--- config.mk ---
export PLATFORM = sky130hd
export DESIGN_NAME = evflt_event_counter
export DESIGN_NICKNAME = d
export VERILOG_FILES = /design/src/rtl/evflt_pkg.sv /design/src/rtl/evflt_cfg_reg.sv /design/src/rtl/evflt_priv_gate.sv /design/src/rtl/evflt_evt_select.sv /design/src/rtl/evflt_counter.sv /design/src/rtl/evflt_event_counter.sv
export SDC_FILE = /design/constraint.sdc
export NUM_CORES = 1
export LEC_CHECK = 0
export CAP_MARGIN = 15
export CORE_MARGIN = 4
export CORE_UTILIZATION = 30
export CTS_CLUSTER_SIZE = 16
export DETAILED_ROUTE_END_ITERATION = 8
export DONT_BUFFER_PORTS = 1
export GPL_ROUTABILITY_DRIVEN = 0
export PLACE_DENSITY_LB_ADDON = 0.25
export SYNTH_ARGS = -nofsm -noshare
export SYNTH_HDL_FRONTEND = slang
export SYNTH_SLANG_ARGS = --single-unit
--- constraint.sdc ---
create_clock -name clk -period 7.8 [get_ports clk]
set_input_delay 1.56 -clock clk [delete_from_list [all_inputs] [get_ports clk]]
set_output_delay 1.56 -clock clk [all_outputs]
set_load 0.05 [all_outputs]
--- src/rtl/evflt_pkg.sv ---
package evflt_pkg;

    localparam int CFG_W        = 32;
    localparam int EVNUM_W      = 16;
    localparam int DIRECT_RANGE = 64;

    typedef enum logic [1:0] {
        PRIV_L0 = 2'd0,
        PRIV_L1 = 2'd1,
        PRIV_L2 = 2'd2,
        PRIV_L3 = 2'd3
    } priv_e;

    typedef struct packed {
        logic               kern_off;
        logic               user_off;
        logic               ns_kern;
        logic               ns_user;
        logic               ns_hyp_on;
        logic               rsv_a;
        logic               any_thread;
        logic [8:0]         rsv_b;
        logic [EVNUM_W-1:0] evnum;
    } evcfg_t;

    function automatic logic [CFG_W-1:0] writable_mask(bit has_l3, bit has_l2, bit is_mt);
        logic [CFG_W-1:0] m;
        m = 32'hC000_FFFF;
        if (has_l3) m[29:28] = 2'b11;
        if (has_l2) m[27]    = 1'b1;
        if (is_mt)  m[25]    = 1'b1;
        return m;
    endfunction

    function automatic logic level_allows(
        logic kern_off, logic user_off, logic ns_kern, logic ns_user,
        logic ns_hyp_on, priv_e lvl, logic ns, bit has_l3);
        logic ok;
        case (lvl)
            PRIV_L0: ok = (has_l3 && ns) ? (ns_user == user_off) : !user_off;
            PRIV_L1: ok = (has_l3 && ns) ? (ns_kern == kern_off) : !kern_off;
            PRIV_L2: ok = ns_hyp_on;
            default: ok = has_l3 && !kern_off;
        endcase
        return ok;
    endfunction

endpackage

--- src/rtl/evflt_cfg_reg.sv ---
module evflt_cfg_reg
    import evflt_pkg::*;
#(
    parameter bit HAS_L3       = 1'b1,
    parameter bit HAS_L2       = 1'b1,
    parameter bit MULTI_THREAD = 1'b1
) (
    input  logic             clk,
    input  logic             rst,
    input  logic             we,
    input  logic [CFG_W-1:0] wdata,
    output evcfg_t           cfg
);
    localparam logic [CFG_W-1:0] KEEP = writable_mask(HAS_L3, HAS_L2, MULTI_THREAD);

    always_ff @(posedge clk) begin
        if (rst)     cfg <= '0;
        else if (we) cfg <= evcfg_t'(wdata & KEEP);
    end

    AST_HOLD_CFG: assert property (@(posedge clk) disable iff (rst)
        !we |=> $stable(cfg));

endmodule

--- src/rtl/evflt_priv_gate.sv ---
module evflt_priv_gate
    import evflt_pkg::*;
#(
    parameter bit HAS_L3 = 1'b1
) (
    input  logic  kern_off,
    input  logic  user_off,
    input  logic  ns_kern,
    input  logic  ns_user,
    input  logic  ns_hyp_on,
    input  priv_e lvl,
    input  logic  non_secure,
    output logic  allow
);
    always_comb begin
        allow = level_allows(kern_off, user_off, ns_kern, ns_user,
                             ns_hyp_on, lvl, non_secure, HAS_L3);
    end
endmodule

--- src/rtl/evflt_evt_select.sv ---
module evflt_evt_select
    import evflt_pkg::*;
#(
    parameter int                NUM_EVENTS   = 64,
    parameter bit                MULTI_THREAD = 1'b1,
    parameter logic [DIRECT_RANGE-1:0] SUPPORTED_LO = 64'hFFFF_FFFF_FFFF_FF7F
) (
    input  logic [EVNUM_W-1:0]    evnum,
    input  logic                  any_thread,
    input  logic [NUM_EVENTS-1:0] evt_own,
    input  logic [NUM_EVENTS-1:0] evt_sib,
    output logic                  fire
);
    localparam int IDX_W = (NUM_EVENTS > 1) ? $clog2(NUM_EVENTS) : 1;

    logic             in_range;
    logic             supported;
    logic [IDX_W-1:0] idx;
    logic             sib_ok;

    always_comb begin
        in_range  = int'(evnum) < NUM_EVENTS;
        supported = (int'(evnum) < DIRECT_RANGE) ? SUPPORTED_LO[evnum[5:0]] : 1'b1;
        idx       = evnum[IDX_W-1:0];
        sib_ok    = MULTI_THREAD && any_thread && evt_sib[idx];
        fire      = in_range && supported && (evt_own[idx] || sib_ok);
    end
endmodule

--- src/rtl/evflt_counter.sv ---
module evflt_counter #(
    parameter int CNT_W = 32
) (
    input  logic             clk,
    input  logic             rst,
    input  logic             inc,
    output logic [CNT_W-1:0] cnt
);
    always_ff @(posedge clk) begin
        if (rst)      cnt <= '0;
        else if (inc) cnt <= cnt + 1'b1;
    end

    AST_CNT_STEP: assert property (@(posedge clk) disable iff (rst)
        inc |=> cnt == CNT_W'($past(cnt) + 1'b1));
    AST_CNT_HOLD: assert property (@(posedge clk) disable iff (rst)
        !inc |=> $stable(cnt));

endmodule

--- src/rtl/evflt_event_counter.sv ---
module evflt_event_counter
    import evflt_pkg::*;
#(
    parameter int   NUM_EVENTS   = 64,
    parameter bit   HAS_L3       = 1'b1,
    parameter bit   HAS_L2       = 1'b1,
    parameter bit   MULTI_THREAD = 1'b1,
    parameter int   CNT_W        = 32,
    parameter logic [63:0] SUPPORTED_LO = 64'hFFFF_FFFF_FFFF_FF7F
) (
    input  logic                  clk,
    input  logic                  rst,
    input  logic                  cfg_we,
    input  logic [31:0]           cfg_wdata,
    output logic [31:0]           cfg_rdata,
    input  logic [1:0]            priv_lvl,
    input  logic                  non_secure,
    input  logic [NUM_EVENTS-1:0] evt_own,
    input  logic [NUM_EVENTS-1:0] evt_sib,
    output logic [CNT_W-1:0]      cnt_value
);
    evcfg_t cfg;
    logic   allow;
    logic   fire;
    logic   inc;

    evflt_cfg_reg #(
        .HAS_L3(HAS_L3), .HAS_L2(HAS_L2), .MULTI_THREAD(MULTI_THREAD)
    ) cfg_i (
        .clk(clk), .rst(rst), .we(cfg_we), .wdata(cfg_wdata), .cfg(cfg)
    );

    evflt_priv_gate #(.HAS_L3(HAS_L3)) gate_i (
        .kern_off(cfg.kern_off), .user_off(cfg.user_off),
        .ns_kern(cfg.ns_kern), .ns_user(cfg.ns_user),
        .ns_hyp_on(cfg.ns_hyp_on), .lvl(priv_e'(priv_lvl)),
        .non_secure(non_secure), .allow(allow)
    );

    evflt_evt_select #(
        .NUM_EVENTS(NUM_EVENTS), .MULTI_THREAD(MULTI_THREAD),
        .SUPPORTED_LO(SUPPORTED_LO)
    ) sel_i (
        .evnum(cfg.evnum), .any_thread(cfg.any_thread),
        .evt_own(evt_own), .evt_sib(evt_sib), .fire(fire)
    );

    assign inc = allow && fire;

    evflt_counter #(.CNT_W(CNT_W)) cnt_i (
        .clk(clk), .rst(rst), .inc(inc), .cnt(cnt_value)
    );

    assign cfg_rdata = cfg;

    AST_RSVD_ZERO: assert property (@(posedge clk) disable iff (rst)
        cfg_rdata[26] == 1'b0 && cfg_rdata[24:16] == 9'd0);
    AST_EL3_GATE: assert property (@(posedge clk) disable iff (rst)
        (priv_lvl == 2'd3 && cfg_rdata[31]) |-> !allow);
    AST_BLOCKED_HOLD: assert property (@(posedge clk) disable iff (rst)
        !allow |=> $stable(cnt_value));

    generate
        if (!HAS_L3) begin : g_no_l3
            AST_NO_NS_BITS: assert property (@(posedge clk) disable iff (rst)
                cfg_rdata[29:28] == 2'b00);
        end
        if (!HAS_L2) begin : g_no_l2
            AST_NO_L2_COUNT: assert property (@(posedge clk) disable iff (rst)
                priv_lvl == 2'd2 |-> !allow);
        end
    endgenerate

endmodule

Yosys cells after proc, flatten, opt, wreduce, memory -nomap -nowiden:

Memory sizes are Yosys's and may differ from the RTL's. A register that Yosys moved wholly into a read port is not among the register bits.
Index checks and enable logic that the tools add are counted.

* memory bits (read-only): 64
* register bits: 54
* input port bits: 166
* logic and storage cells: 35
* memories: 1
* output and inout port bits: 64

* eq/ne operators: 4
* reduce and logical (&&, ||, !) cells: 8
* mux-type cells: 11
* add/subtract/negate cells: 1
* magnitude comparators: 2

Memory list
* (no name shown): words 64, bits a word 1, read ports 1, clocked after memory_dff 1, write ports 0, RTL line evflt_evt_select.sv:23 `supported = (int'(evnum) < DIRECT_RANGE) ? SUPPORTED_LO[evnum[5:0]] : 1'b1;`

Operator list (number)
* adder 32 x 1 -> 32 bit, second input constant: 1
* less-than comparator 16 x 7 -> 1 bit, second input constant: 1
* binary-select mux 1 bit (select 6 bit): 2
* two-way mux 6 bit: 2
* less-than comparator 6 x 7 -> 1 bit, second input constant: 1
* two-way mux 1 bit: 6
* logical AND 1 bit: 4
* one-hot mux 1 bit (3 select lines): 1
* equality test 1 bit: 2
* equality test 2 x 1 -> 1 bit, second input constant: 1
* equality test 2 bit, second input constant: 1
* zero test 1 bit: 2
* zero test 2 bit: 1
* logical OR 1 bit: 1

Depth between registers and ports, before layout:

* word-level depth: 6
* mapped depth: 13
* gate-level depth less buffers: 7

By module:

Synthesis repeated with hierarchy kept, for this count alone.

* cells, all modules: 387
* area total of the unflattened synthesis: 3744.8 um^2

Modules (own cells, without submodules)
* evflt_counter: seq. area each 640.6 um^2, area an instance 1564.0 um^2, times used 1, cells each 181
* evflt_evt_select: seq. area each 0.0 um^2, area an instance 1238.7 um^2, times used 1, cells each 115
* evflt_cfg_reg: seq. area each 440.4 um^2, area an instance 880.8 um^2, times used 1, cells each 82
* evflt_priv_gate: seq. area each 0.0 um^2, area an instance 55.1 um^2, times used 1, cells each 8
* evflt_event_counter: seq. area each 0.0 um^2, area an instance 6.3 um^2, times used 1, cells each 1

Worst setup path after synthesis:

Ideal clock, no wire load.

* path type: in2reg
* start point: in evt_own[59]
* end point: reg cnt_i.cnt[29]
* buffers on the path: 2
* slack: 4.244 ns
* arrival: 3.486 ns
* setup time: 0.071 ns
* data required time: 7.729 ns
* stages: 9
* path through: mux4_2 -> a22oi_1 -> a31oi_1 -> or3_1 -> o21ai_0 -> clkbuf_1 -> buf_2 -> o31ai_1 -> a21oi_1

* longest elaborated chain between the ends: 5

RTL lines
* start: declaration: RTL line evflt_event_counter.sv:18 `input logic [NUM_EVENTS-1:0] evt_own,`
* binary-select mux 1 bit (select 6 bit): RTL line evflt_evt_select.sv:26 `fire = in_range && supported && (evt_own[idx] || sib_ok);`
* two-way mux 1 bit (implied by the code): RTL line evflt_evt_select.sv:26
* logical OR 1 bit: RTL line evflt_evt_select.sv:26
* logical AND 1 bit: RTL line evflt_evt_select.sv:26
* logical AND 1 bit: RTL line evflt_event_counter.sv:48 `assign inc = allow && fire;`
* end signal: assignment: RTL line evflt_counter.sv:11 `else if (inc) cnt <= cnt + 1'b1;`
* end: declaration: RTL line evflt_counter.sv:7 `output logic [CNT_W-1:0] cnt`

Every way passes these cells. The select of a mux whose other input is x is not followed.
A chain may end at the register's enable or synchronous reset.

Worst setup path in the final report:

* start point: in evt_sib[19]
* end point: reg cnt_i.cnt[9]

* longest elaborated chain between the ends: 6

RTL lines
* start: declaration: RTL line evflt_event_counter.sv:19 `input logic [NUM_EVENTS-1:0] evt_sib,`
* binary-select mux 1 bit (select 6 bit): RTL line evflt_evt_select.sv:25 `sib_ok = MULTI_THREAD && any_thread && evt_sib[idx];`
* two-way mux 1 bit (implied by the code): RTL line evflt_evt_select.sv:25
* logical AND 1 bit: RTL line evflt_evt_select.sv:25
* logical OR 1 bit: RTL line evflt_evt_select.sv:26
* logical AND 1 bit: RTL line evflt_evt_select.sv:26
* logical AND 1 bit: RTL line evflt_event_counter.sv:48

Every way passes these cells. The select of a mux whose other input is x is not followed.

==> summary.md <==
| Metric | Value |
|---|---|
| Outcome | finished clean |
| Pins over their slew limit | 0 |
| Clk slew on worst S/H paths | 0.08 ns |
| CP Depth | 8 |
| Mux share of post-synthesis cell area | 26.9% |
| CP Cell Sequence | mux4_2 > nor2b_1 > a2111oi_0 > and4bb_1 > o21ai_4 > buf_4 > o31ai_1 > a21oi_1 |
| Core area | 12600 um^2 |
| Max-cap violations | 0 |
| HP Class | reg2reg |
| Max Clk Rate | 282 MHz |
| HPWL after DPL | 8360 um |
| Filler Cells Inserted | 1297 |
| Slowest stage delay, CP | 0.44 ns |
| Post-route antenna net violation count | 0 |
| DRC viols | 0 |
| Finish-stage setup viols | 0 |
| First-pass GRT wire length | 16700 um |
| Worst Hold Path Cells | 2 |
| Setup crit end kind | register |
| Most frequent cells in the layout | dfxtp_1 (52), nor2_1 (39), mux4_2 (30), mux2i_1 (29), a21oi_1 (29) |
| Post-Route WL | 10900 um |
| Critical Path RT | 8.03 ns |
| Inst Count DP | 540 |
| Final setup TNS | 0 ns |
| Synthesized area per cell | 9.57 um^2 |
| Number of synthesized flops with an enable pin | 0 |
| Endpoints failing hold | 0 |
| Kind of critical path | in2reg |
| Startpoint Class | input pin |
| DRT iter0 DRCs | 167 |
| Simple-gate share of the synthesized area | 20.6% |
| H-tree depth | 2 |
| Fin cells | 553 |
| Total gr overflow | 0 |
| Area added between synthesis and finish | 3.19% |
| Port bufs | 0 |
| Synth Area in Adders | 0.325% |
| Starting Density | 30.6% |
| Post-synth ARST share | 0% |
| Yosys reg bits | 55 |
| Slowest CP cell | buf_4 |
| Initial antenna violation count | 4 |
| Period utilisation layout | 45.5% |
| Gr usage total | 14.2% |
| I/O pins | 230 |
| FF-to-FF setup slack | 4.26 ns |
| Worst VDD drop | 0.0898 mV |
| Pre-CTS setup slack | 3.47 ns |
| Tmin final | 3.55 ns |
| Pwr dens | 165 nW/um^2 |
| Layout cell share with drive strength beyond 1 | 14.6% |
| Register area share after synthesis | 28.6% |
| Layout Nets | 543 |
| Root buf cell | clkbuf_16 |
| Setup Skew | 0.00686 ns |
| Resize count post-CTS | 0 |
| Number of global-route vias before repair | 3137 |
| Worst Max-Slew Pin Slew | 0.958 ns |
| Skew-Pair Late Insertion Delay | 0.29 ns |
| Via count | 3144 |
| Die ar. | 14700 um^2 |
| Yosys warnings | 0 |
| Hold-fix buffers, CTS | 0 |
| Largest family of logic cells by synthesized area | multiplexers |
| Setup bufs post-CTS | 0 |
| TritonCTS clock tree | built |
| Die W | 121 um |
| P_leak | 1.23 nW |
| Top delay family on crit path | compound AO/OA/AOI/OAI gates |
| Count of different cell masters after synthesis | 49 |
| Crit path arrival time | 3.78 ns |
| Maximum clock path buffer count | 2 |
| DR vias/cell | 5.69 |
| Clk sinks | 55 |
| Die Ht | 121 um |
| Top_reg_cell synth | dfxtp_1 |
| Most common cell after layout, fill and taps aside | dfxtp_1 |
| Cells after synthesis | 402 |
| Largest net degree at the start of global routing | 59 |
| Xor/xnor cell area share of the yosys netlist | 0.228% |
| Wire per inst | 19.7 um |
| Total iterations of the first detailed-routing run | 4 |
| Post-synthesis compound-gate area fraction | 13.8% |
| WP buf/inv | 1 |
| Cell Rows | 41 |
| R2R depth | 9 |
| Hold slack | 0.740 ns |
| Slew margin rel. | 36.1% |
| Final critical-path setup slack | 4.25 ns |
| Total CTS buffers | 5 |
| Max FO, Critical Path | 58 |
| Post-Syn Area | 3850 um^2 |
| RSZ-0062 raised after global routing | no |
| Final Util | 31.6% |
worst reg2reg max path, stage by stage (launching register included):
cell and delay [ns]:
dfxtp_2 0.73, buf_4 0.43, mux4_2 0.54, nor2b_1 0.14, a2111oi_0 0.40, and4bb_1 0.32
o21ai_4 0.14, buf_4 0.44, o31ai_1 0.20, a21oi_1 0.15
Yosys cell counts, types with 7 or more instances:
master,n,area share (%)
nand4_1,7,1.1
mux2i_1,29,7.5
buf_6,10,2.9
a21oi_1,29,3.8
o31ai_1,28,5.5
inv_1,8,0.78
or4_1,27,5.3
nor2_1,39,3.8
nand3_1,20,2.6
buf_2,7,0.91
dfxtp_1,55,29
clkbuf_1,9,0.88
nand2_1,13,1.3
buf_4,19,3.7
mux4_2,30,18
state kept, by name (all words and copies together), names as in the netlist, named ones only:
register   cells
cnt_i.cnt     32
cfg_i.cfg     22
layout make-up:
cell class                 instances  area, um^2  share of cell area, %
clock inverter                     3        18.8                  0.473
multi-input combinational        300        2420                   61.0
tap                              172         215                   5.42
clock buffer                       5         125                   3.15
antenna                            4        10.0                  0.252
inverter                           8        30.0                  0.756
sequential                        55        1100                   27.8
timing repair buffer               6        45.0                   1.13
path summary, 6_finish.rpt:
check                              startpoint             to
worst max-delay path              evt_sib[19]   cnt_i.cnt[9]
worst min-delay path            cnt_i.cnt[17]  cnt_i.cnt[17]
worst max register to register   cfg_i.cfg[0]   cnt_i.cnt[9]
worst min register to register  cnt_i.cnt[17]  cnt_i.cnt[17]
per-stage QoR:
step,power [mW],instance area (um^2)
floorplan,0.432,3880
global placement,0.431,3810
detailed placement,0.432,3810
CTS,0.665,3950
global route,0.687,3970
finish,0.654,3970
per-layer routing:
| layer | global-route usage, % | share of wire [%] | vias up | wire (um) |
|---|---|---|---|---|
| li1 | - | - | 1489 | - |
| met1 | 16.2 | 37 | 1505 | 4000 |
| met2 | 25.1 | 54 | 139 | 5830 |
| met3 | 4.20 | 8.2 | 11 | 893 |
| met4 | 4.97 | 1.5 | 0 | 168 |
| met5 | 0 | 0 | - | 0 |
kinds of logic after synthesis:
group | after synthesis
AND/OR/NAND/NOR | 142
AO/OA/AOI/OAI | 81
multiplexers | 65
buffers and inverters | 56
flip-flops | 55
adder cells (fa/ha/maj) | 1
other | 1
XOR/XNOR | 1
where the power goes:
group,switching [mW],total (mW),internal (mW)
sequential,0.0404,0.328,0.288
combinational,0.0469,0.0953,0.0484
clock,0.111,0.230,0.120
total,0.198,0.654,0.456
Power figures use the tool's default switching activity.
